===== config.mk =====
export PLATFORM = sky130hd
export DESIGN_NAME = irq_scan_timer
export DESIGN_NICKNAME = d
export VERILOG_FILES = /design/src/rtl/irq_timer_pkg.sv /design/src/rtl/irq_prescaler.sv /design/src/rtl/irq_main_counter.sv /design/src/rtl/irq_scan_timer.sv
export SDC_FILE = /design/constraint.sdc
export NUM_CORES = 1
export LEC_CHECK = 0
export ABC_CLOCK_PERIOD_IN_PS = 2300
export BUFFER_PORTS_ARGS = -buffer_cell sky130_fd_sc_hd__buf_4
export CORE_MARGIN = 3
export CORE_UTILIZATION = 40
export DETAILED_ROUTE_END_ITERATION = 10
export REMOVE_ABC_BUFFERS = 1
export SYNTH_ARGS = -nofsm -noshare
export SYNTH_HDL_FRONTEND = slang
export SYNTH_SLANG_ARGS = --single-unit

===== constraint.sdc =====
create_clock -name clk -period 2.3 [get_ports clk]
set_clock_uncertainty 0.15 [all_clocks]
set_input_delay 0.46 -clock clk [delete_from_list [all_inputs] [get_ports clk]]
set_output_delay 0.46 -clock clk [all_outputs]
set_load 0.02 [all_outputs]

===== src/rtl/irq_timer_pkg.sv =====
package irq_timer_pkg;

    // Prescaler geometry; the wrap rule below depends on these sizes.
    localparam int FINE_W  = 7;
    localparam int PHASE_W = 2;
    localparam logic [PHASE_W-1:0] PHASE_LAST = PHASE_W'(2);

    // Control register bit positions.
    localparam int CB_REPEAT = 0;
    localparam int CB_IRQEN  = 1;
    localparam int CB_CYCLE  = 2;

    typedef struct packed {
        logic cycle_mode;
        logic irq_en;
        logic repeat_on;
    } tmr_ctrl_t;

    typedef struct packed {
        logic [FINE_W-1:0]  fine;
        logic [PHASE_W-1:0] phase;
    } pre_state_t;

    function automatic tmr_ctrl_t decode_ctrl(input logic [7:0] d);
        tmr_ctrl_t c;
        c.cycle_mode = d[CB_CYCLE];
        c.irq_en     = d[CB_IRQEN];
        c.repeat_on  = d[CB_REPEAT];
        return c;
    endfunction

    // Fine counter wraps at 113, or at 112 once the phase has reached 2.
    function automatic logic fine_wrap(input pre_state_t s);
        return (s.fine[0] | s.phase[1]) & s.fine[6] & s.fine[5] & s.fine[4];
    endfunction

endpackage


===== src/rtl/irq_prescaler.sv =====
module irq_prescaler
    import irq_timer_pkg::*;
(
    input  logic clk,
    input  logic rst,
    input  logic ce,
    input  logic clear,
    output logic tick,
    output pre_state_t state
);
    pre_state_t st_q;
    logic       wrap;

    assign wrap  = fine_wrap(st_q);
    assign tick  = ce & wrap;
    assign state = st_q;

    always_ff @(posedge clk) begin
        if (rst || clear) begin
            st_q <= '0;
        end else if (ce) begin
            if (wrap) begin
                st_q.fine  <= '0;
                st_q.phase <= (st_q.phase == PHASE_LAST) ? '0 : st_q.phase + 1'b1;
            end else begin
                st_q.fine <= st_q.fine + 1'b1;
            end
        end
    end
endmodule


===== src/rtl/irq_main_counter.sv =====
module irq_main_counter
    import irq_timer_pkg::*;
#(
    parameter int CNT_W = 8
) (
    input  logic             clk,
    input  logic             rst,
    input  logic             ce,
    input  logic             tick,
    input  logic             restart,
    input  logic             ack,
    input  tmr_ctrl_t        ctrl,
    input  logic [CNT_W-1:0] reload,
    output logic [CNT_W-1:0] count,
    output logic             running,
    output logic             fire,
    output logic             irq
);
    localparam logic [CNT_W-1:0] CNT_TOP = '1;

    logic [CNT_W-1:0] cnt_q;
    logic             run_q;
    logic             irq_q;
    logic             step;
    logic             at_top;

    assign step    = run_q & (ctrl.cycle_mode ? ce : tick);
    assign at_top  = (cnt_q == CNT_TOP);
    assign fire    = step & at_top & ctrl.irq_en;
    assign count   = cnt_q;
    assign running = run_q;
    assign irq     = irq_q;

    always_ff @(posedge clk) begin
        if (rst) begin
            cnt_q <= '0;
            run_q <= 1'b0;
            irq_q <= 1'b0;
        end else if (restart) begin
            cnt_q <= reload;
            run_q <= 1'b1;
            irq_q <= 1'b0;
        end else begin
            if (ack) begin
                irq_q <= 1'b0;
            end
            if (step) begin
                if (at_top) begin
                    cnt_q <= reload;
                    if (ctrl.irq_en) begin
                        irq_q <= 1'b1;
                    end
                    if (!ctrl.repeat_on) begin
                        run_q <= 1'b0;
                    end
                end else begin
                    cnt_q <= cnt_q + 1'b1;
                end
            end
        end
    end
endmodule


===== src/rtl/irq_scan_timer.sv =====
module irq_scan_timer
    import irq_timer_pkg::*;
#(
    parameter int CNT_W = 8
) (
    input  logic       clk,
    input  logic       rst,
    input  logic       cpu_ce,
    input  logic       wr_latch,
    input  logic       wr_ctrl,
    input  logic       wr_ack,
    input  logic [7:0] wdata,
    output logic       irq
);
    logic [CNT_W-1:0] latch_q;
    tmr_ctrl_t        ctrl_q;
    logic             pre_tick;
    pre_state_t       pre_st;
    logic [CNT_W-1:0] cnt_val;
    logic             cnt_run;
    logic             cnt_fire;

    always_ff @(posedge clk) begin
        if (rst) begin
            latch_q <= '0;
            ctrl_q  <= '0;
        end else begin
            if (wr_latch) begin
                latch_q <= CNT_W'(wdata);
            end
            if (wr_ctrl) begin
                ctrl_q <= decode_ctrl(wdata);
            end
        end
    end

    irq_prescaler u_pre (
        .clk   (clk),
        .rst   (rst),
        .ce    (cpu_ce),
        .clear (wr_ctrl),
        .tick  (pre_tick),
        .state (pre_st)
    );

    irq_main_counter #(.CNT_W(CNT_W)) u_cnt (
        .clk     (clk),
        .rst     (rst),
        .ce      (cpu_ce),
        .tick    (pre_tick),
        .restart (wr_ctrl),
        .ack     (wr_ack),
        .ctrl    (ctrl_q),
        .reload  (latch_q),
        .count   (cnt_val),
        .running (cnt_run),
        .fire    (cnt_fire),
        .irq     (irq)
    );
endmodule


Word level (Yosys, flattened, before mapping):

Index checks and enable logic that the tools add are counted.

* register bits: 30
* output and inout port bits: 1
* logic and storage cells: 41

* add/sub/neg operators: 3
* eq/ne operators: 3
* muxes and demuxes: 14
* bitwise gates (word level): 6
* reduce and logical (&&, ||, !) cells: 6

Operator list (count)
* 2-to-1 mux 8 bit: 3
* 2-to-1 mux 1 bit: 9
* adder 8 x 1 -> 8 bit (second input constant): 1
* == test 8 bit (second input constant): 1
* adder 7 x 1 -> 7 bit (second input constant): 1
* 2-to-1 mux 7 bit: 1
* bitwise AND 1 bit: 5
* nonzero test 2 bit: 2
* AND reduction 3 bit: 1
* adder 2 x 1 -> 2 bit (second input constant): 1
* == test 2 bit (second input constant): 1
* 2-to-1 mux 2 bit: 1
* inequality test 2 bit (second input constant): 1
* AND reduction 2 bit: 1
* OR reduction 2 bit: 1
* logical OR 1 bit: 1
* bitwise OR 1 bit: 1

Longest topological paths before layout:

Gate-level depths: netlist of the first run.

* word-level depth: 9
* depth in mapped cells: 5
* gate-level depth less buffers: 5

By module:

A second synthesis of the first run with hierarchy kept.

* cells, all modules: 155
* area total of the unflattened synthesis: 1412.6 um2

By module, submodules not included
* irq_main_counter: instances 1, cells each 77, area each 634.4 um2, sequential area each 200.2 um2
* irq_prescaler: instances 1, cells each 43, area each 390.4 um2, sequential area each 180.2 um2
* irq_scan_timer: instances 1, cells each 35, area each 387.9 um2, sequential area each 220.2 um2

Worst setup path after synthesis of the first run:

Ideal clock, no wire load.

* path kind: register to register
* start point: register u_cnt.cnt_q[0], in the netlist u_cnt.count[0]
* end point: register u_cnt.cnt_q[5], in the netlist u_cnt.count[5]
* setup time: 0.086 ns
* data arrival time: 1.381 ns
* required time: 2.064 ns
* setup slack: 0.683 ns
* stages on the path, launching flop included: 6
* buffers on the path: 0
* clock period less this slack: 1.617 ns
* cells stage by stage: dfxtp_1 > ha_1 > and3_4 > a31oi_2 > o32ai_1 > a211oi_1

* word-level cells in the longest chain between the ends: 4
* elaborated cells between the ends (all ways): 5
* classes of those cells: 1 x add/sub; 1 x eq/ne; 3 x mux

Ends and longest elaborated chain
* from (decl): line irq_main_counter.sv:21 `logic [CNT_W-1:0] cnt_q;`
* from (signal assigned): line irq_main_counter.sv:40 `cnt_q <= reload;`
* from (signal assigned): line irq_main_counter.sv:49 `cnt_q <= reload;`
* from (signal assigned): line irq_main_counter.sv:57 `cnt_q <= cnt_q + 1'b1;`
* adder 8 x 1 -> 8 bit or == test 8 bit (tied branches): line irq_main_counter.sv:57, irq_main_counter.sv:28
* 2-to-1 mux 8 bit (*): line irq_main_counter.sv:48 `if (at_top) begin`
* 2-to-1 mux 8 bit (*): line irq_main_counter.sv:47 `if (step) begin`
* 2-to-1 mux 8 bit (*): line irq_main_counter.sv:39 `end else if (restart) begin`

Mark *: on every way between the ends. The rest lies on a longest branch, timed or not. The select of a mux whose other input is x is not followed.
A chain may end at the register's enable or synchronous reset.

Worst setup path after layout of the first run:

* start point: register u_cnt.cnt_q[0], in the netlist u_cnt.count[0]
* end point: register u_cnt.cnt_q[1], in the netlist u_cnt.count[1]

The elaborated chain is that of the path after synthesis.

==> results.yml, run 1 <==
run_status:
  status: "finished, final reports clean"
die:
  die_w_um: 66.13
  die_area_sq_um: 4373
  io_pins: 15
  coreArea_sq_um: 3416
  die_h_um: 66.13
  num_rows: 21
  initial_utilization: 0.4234
clock_tree:
  numCtsBuffers: 5
  cts_setup_buffers: 0
  clock_latency_ns: 0.32
  clkSinkCount: 30
  cts_tree: "done"
  htree_levels: 2
  postCtsHoldBufs: 0
  clock_path_buffers: 2
  cts_repair_resize_count: 0
  path_clk_slew_ns: 0.10
  root_buffer: "clkbuf_4"
setup_path:
  crit_path_end_kind: "flop"
  rr_endpoint: "u_cnt.count[1]"
  critPathArrivalTime_ns: 1.88
  r2r-start: "u_cnt.count[0]"
  crit_chain: "ha_1 -> nand4_1 -> o21bai_2 -> nand2_1 -> a311oi_1"
  r2r_cells: 5
  crit_fanout: 8
  max_stage_delay_ns: 0.43
  critPathRequiredTime_ns: 2.38
  r2r_setup_slack_ns: 0.49
  crit_type: "flop to flop"
  worst_path_max_delay_cell: "dfxtp_1"
  start_kind: "flop"
synthesis:
  ys_top_cells_by_count: "dfxtp_1, nor2_1, mux2i_1"
  ys_seq_area_frac: 0.4152
  synth_async_sr_flop_share: 0
  syn_inst: 155
  yosys-top-cells-area: "dfxtp_1, mux2i_1, nor2_1, a311oi_1, nand2_1"
  synth-main-ff-cell: "dfxtp_1"
  synth_top_area_share: 0.4152
  syn_area_sq_um: 1446
  synth_warnings: 0
  ys_ff_latch: 30
  synth_top_area_cell: "dfxtp_1"
  synth.most_common_cell: "dfxtp_1"
  synth_edf_count: 0
  synth_cell_type_count: 43
  synth_area_per_cell_sq_um: 9.332
route:
  ant_nets: 0
  via_per_inst: 5.560
  drt_iter0_markers: 36
  route.detailed.drc: 0
  wl_per_cell_um: 13.88
  wirelength_mm: 2.998
  dr.pass1.iters: 4
  num_vias: 1201
global_route:
  grt_usage: 0.1558
  grt_pass1_wl_mm: 5.216
  antenna_found_initial: 0
  grt_pass1_vias: 1101
  gr-total-overflow: 0
  grt_max_degree: 23
cells_and_area:
  syn2layout_area_growth_pct: 13.06
  num_antenna_cells: 0
  fin_nets: 186
  fin_util: 0.4788
  layout-drive-gt1-share: 0.2000
hold_path:
  min_from: "wdata[4]"
  hp-class: "primary input to flop"
  hold_path_end: "latch_q[4]"
  hold_path_depth: 3
timing:
  rsz0062_at_grt: "no"
  setup_viol: 0
  worst_pin_slew_ns: 0.5210
  fin_crit_ns: 1.806
  tns_ns: 0
  fmax_mhz: 553.6
  relSlewSlack: 0.6504
  drv_slew: 0
  hold_viol: 0
  period_share: 0.7854
power:
  p_per_area_nw_per_um2: 591.9
  leakage_nw: 0.5947
  vdd_ir_drop_max_mv: 0.3035
  fin_total_pwr_uw: 967.9
placed_design:
  port_buffers: 14
  dp_hpwl_mm: 2.177
  gp_congestion: 0.8794
run:
  cap_violations: 0
==> sequential cells by signal (all words and copies together), names as in the netlist <==
register	cells
ctrl_q	3
latch_q	8
u_cnt.count	8
u_cnt.irq	1
u_cnt.running	1
u_pre.state	9
==> cells in the final DEF (no fill, tap or decap), types with 2 or more instances in the layout <==
master      instances
a311oi_1            5
nor3_1              3
nand4_1             5
nor2_1             24
xor2_1              3
o21ai_0             6
clkbuf_4            5
nand2_1            11
a21oi_1             4
or3_1               2
and3_4              2
a31oi_2             2
nand3b_1            2
mux2i_1            12
a21boi_1            2
o21ai_4             2
a211oi_1            3
buf_4              15
dfxtp_1            30
ha_1                2
nand3_1             3
inv_1               2
o32ai_1             3
clkinvlp_4          2
and3_1              3
==> through the flow <==
step           setup WS (ns)  area [sq um]  cells  hold WS, ns
2_1_floorplan         0.6831          1413    148       0.2811
3_3_place_gp          0.5986          1583    209       0.3214
3_5_place_dp          0.5477          1583    209       0.3234
4_1_cts               0.5189          1635    216       0.2121
5_1_grt               0.3646          1635    216       0.2100
6_report              0.4935          1635    216       0.2229
==> worst max-delay path: cells and delay by family (launching register included) <==
kind            cells  cell delay (ns)
fa+ha+maj           1             0.32
simple gates        2             0.27
flops               1             0.43
compound gates      2             0.55
==> cells by family (layout without fill, tap and decap cells) <==
family	after synthesis	after routing	synth area share
adders and majority gates	2	2	0.01730
buffers and inverters	9	24	0.02855
DFF	30	30	0.4152
xor gates and xnor gates	4	4	0.02423
AOI/OAI and AO/OA	37	37	0.2119
muxes	12	12	0.08305
and+or+nand+nor	61	61	0.2197
==> routing by layer <==
metal	up-vias	global-route usage	share of wire
met4	0	0.06853	0.013
met5	-	0	0
met2	35	0.2193	0.43
met3	4	0.03741	0.045
li1	607	-	-
met1	555	0.2228	0.51
==> final cells by class <==
class | instances | area, sq um
clock buffers | 5 | 37.54
clock inverters | 2 | 15.01
fillers | 346 | 1780
inverters | 2 | 7.507
multi-input cells | 116 | 804.5
flip-flops and latches | 30 | 600.6
well taps | 46 | 57.56
repair buffers | 15 | 112.6
==> worst max path at each step <==
stage / slack (ns) / start / end / cells after the start
after floorplan: 0.68 / u_cnt.count[0] / u_cnt.count[5] / 5
after global placement: 0.60 / u_cnt.count[0] / u_cnt.count[5] / 5
after detailed placement: 0.55 / u_cnt.count[0] / u_cnt.count[1] / 5
after CTS: 0.52 / u_cnt.count[0] / u_cnt.count[1] / 5
after global routing: 0.36 / u_cnt.count[0] / u_cnt.count[5] / 5
final: 0.49 / u_cnt.count[0] / u_cnt.count[1] / 5
==> report_power, final <==
group          internal [mW]  switching, mW  total (mW)  leakage [nW]
Sequential             0.541         0.0227       0.564         0.246
Clock                  0.113          0.183       0.296        0.0233
Combinational         0.0509         0.0573       0.108         0.326
(Power assumes the default switching activity.)
==> run 2, diff against run 1 <==
- ABC_CLOCK_PERIOD_IN_PS: 2300 -> 1500
- clock period: 2.3 -> 1.5 ns (I/O delays scaled with it)
==> results.yml, run 2 (synthesis gave the netlist of run 1 again) <==
run_status:
  status: "finished, final reports clean"
global_route:
  antenna_found_initial: 0
  grt_pass1_vias: 1286
  gr-total-overflow: 0
  grt_usage: 0.1767
  grt_pass1_wl_mm: 5.858
  grt_max_degree: 13
clock_tree:
  clock_path_buffers: 2
  clkSinkCount: 30
  cts_tree: "done"
  path_clk_slew_ns: 0.09
  clock_latency_ns: 0.33
  numCtsBuffers: 5
  root_buffer: "clkbuf_4"
  htree_levels: 2
  postCtsHoldBufs: 0
power:
  vdd_ir_drop_max_mv: 0.6232
  leakage_nw: 0.7270
  p_per_area_nw_per_um2: 840.1
setup_path:
  crit_type: "flop to flop"
  critPathRequiredTime_ns: 1.61
  critPathArrivalTime_ns: 1.61
  crit_fanout: 5
  start_kind: "flop"
  crit_path_end_kind: "flop"
  r2r_setup_slack_ns: 0.003
route:
  num_vias: 1295
  drt_iter0_markers: 38
  wl_per_cell_um: 14.49
  via_per_inst: 5.441
  wirelength_mm: 3.449
  route.detailed.drc: 0
  ant_nets: 0
  dr.pass1.iters: 4
cells_and_area:
  final_common_cell: "buf_4"
  syn2layout_area_growth_pct: 30.62
  largest_reg_flops: 9
  fillers: 309
  fin_nets: 207
  layout-drive-gt1-share: 0.3698
  finalNonFillerCells: 238
  layout_common_cells: "buf_4, nor2_1, dfxtp_1"
  num_antenna_cells: 0
timing:
  rsz0062_at_grt: "yes"
  hold_viol: 0
  relSlewSlack: 0.7831
  fmax_mhz: 667.9
  drv_slew: 0
  tns_ns: 0
  worst_pin_slew_ns: 0.3220
  fin_crit_ns: 1.497
  period_share: 0.9982
  setup_viol: 0
placed_design:
  port_buffers: 14
  dp_hpwl_mm: 2.479
  placedCellCount: 228
  gp_congestion: 0.7967
die:
  die_area_sq_um: 4373
  die_h_um: 66.13
  initial_utilization: 0.4234
  num_rows: 21
  die_w_um: 66.13
  io_pins: 15
  coreArea_sq_um: 3416
hold_path:
  hp-class: "primary input to flop"
run:
  cap_violations: 0
[run 2: cell count changes in the layout (fill, tap and decap cells not counted), sizes merged]
cell	change
buf	+21
clkbuf	+2
clkinvlp	-2
clkinv	+1
[run 2: where the power goes]
group | switching [mW] | total, mW | internal (mW)
clock network | 0.278 | 0.505 | 0.227
logic | 0.111 | 0.225 | 0.113
registers | 0.0295 | 0.858 | 0.829
[run 2: per-layer routing]
| metal | routed length (um) | vias to the layer above | part of all wire | global-route usage |
|---|---|---|---|---|
| met5 | 0 | - | 0 | 0 |
| met4 | 77 | 0 | 0.022 | 0.1015 |
| met3 | 132 | 8 | 0.038 | 0.04252 |
| met2 | 1565 | 26 | 0.45 | 0.2739 |
| met1 | 1673 | 610 | 0.49 | 0.2213 |
| li1 | - | 651 | - | - |
[run 2: metrics by stage]
stage / setup slack [ns] / hold slack, ns / instance area, sq um / total power, mW / utilization
after floorplan: -0.1169 / 0.2146 / 1413 / 0.9663 / -
after global placement: -0.1289 / 0.3224 / 1725 / 1.078 / 0.5051
after detailed placement: -0.1879 / 0.3299 / 1725 / 1.084 / 0.5051
after CTS: -0.01474 / 0.04261 / 1831 / 1.602 / 0.5359
after global routing: -0.06671 / 0.05841 / 1889 / 1.673 / 0.5531
final: 0.002718 / 0.05753 / 1889 / 1.587 / 0.5531
[run 2: path summary, 6_finish.rpt]
| kind | endpoint | start | cells after the start |
|---|---|---|---|
| max | u_cnt.count[4] | u_cnt.count[0] | 5 |
| min | latch_q[6] | wdata[6] | 3 |
| max reg2reg | u_cnt.count[4] | u_cnt.count[0] | 5 |
| min reg2reg | u_cnt.irq | u_cnt.irq | 2 |
[run 2: what timing repair did]
item | CTS | global route
pin swaps | 4 | 11
setup endpoints to repair | 8 | 11
setup buffers | 0 | 2
resized for setup | 11 | 12
[run 2: worst max-delay path, stage by stage, from the launching register on]
cell and delay [ns]:
dfxtp_2 0.35, ha_4 0.16, buf_4 0.14, and3_1 0.16, a211o_1 0.26, a211oi_2 0.20
[run 2: final cells by class]
cell class,instances,area [sq um],share of cell area
inverter,2,7.507,0.003974
sequential,30,615.6,0.3258
clock inverter,1,5.005,0.002649
multi-input combinational,116,878.3,0.4649
clock buffer,7,55.05,0.02914
timing repair buffer,36,270.3,0.1430
tap,46,57.56,0.03046
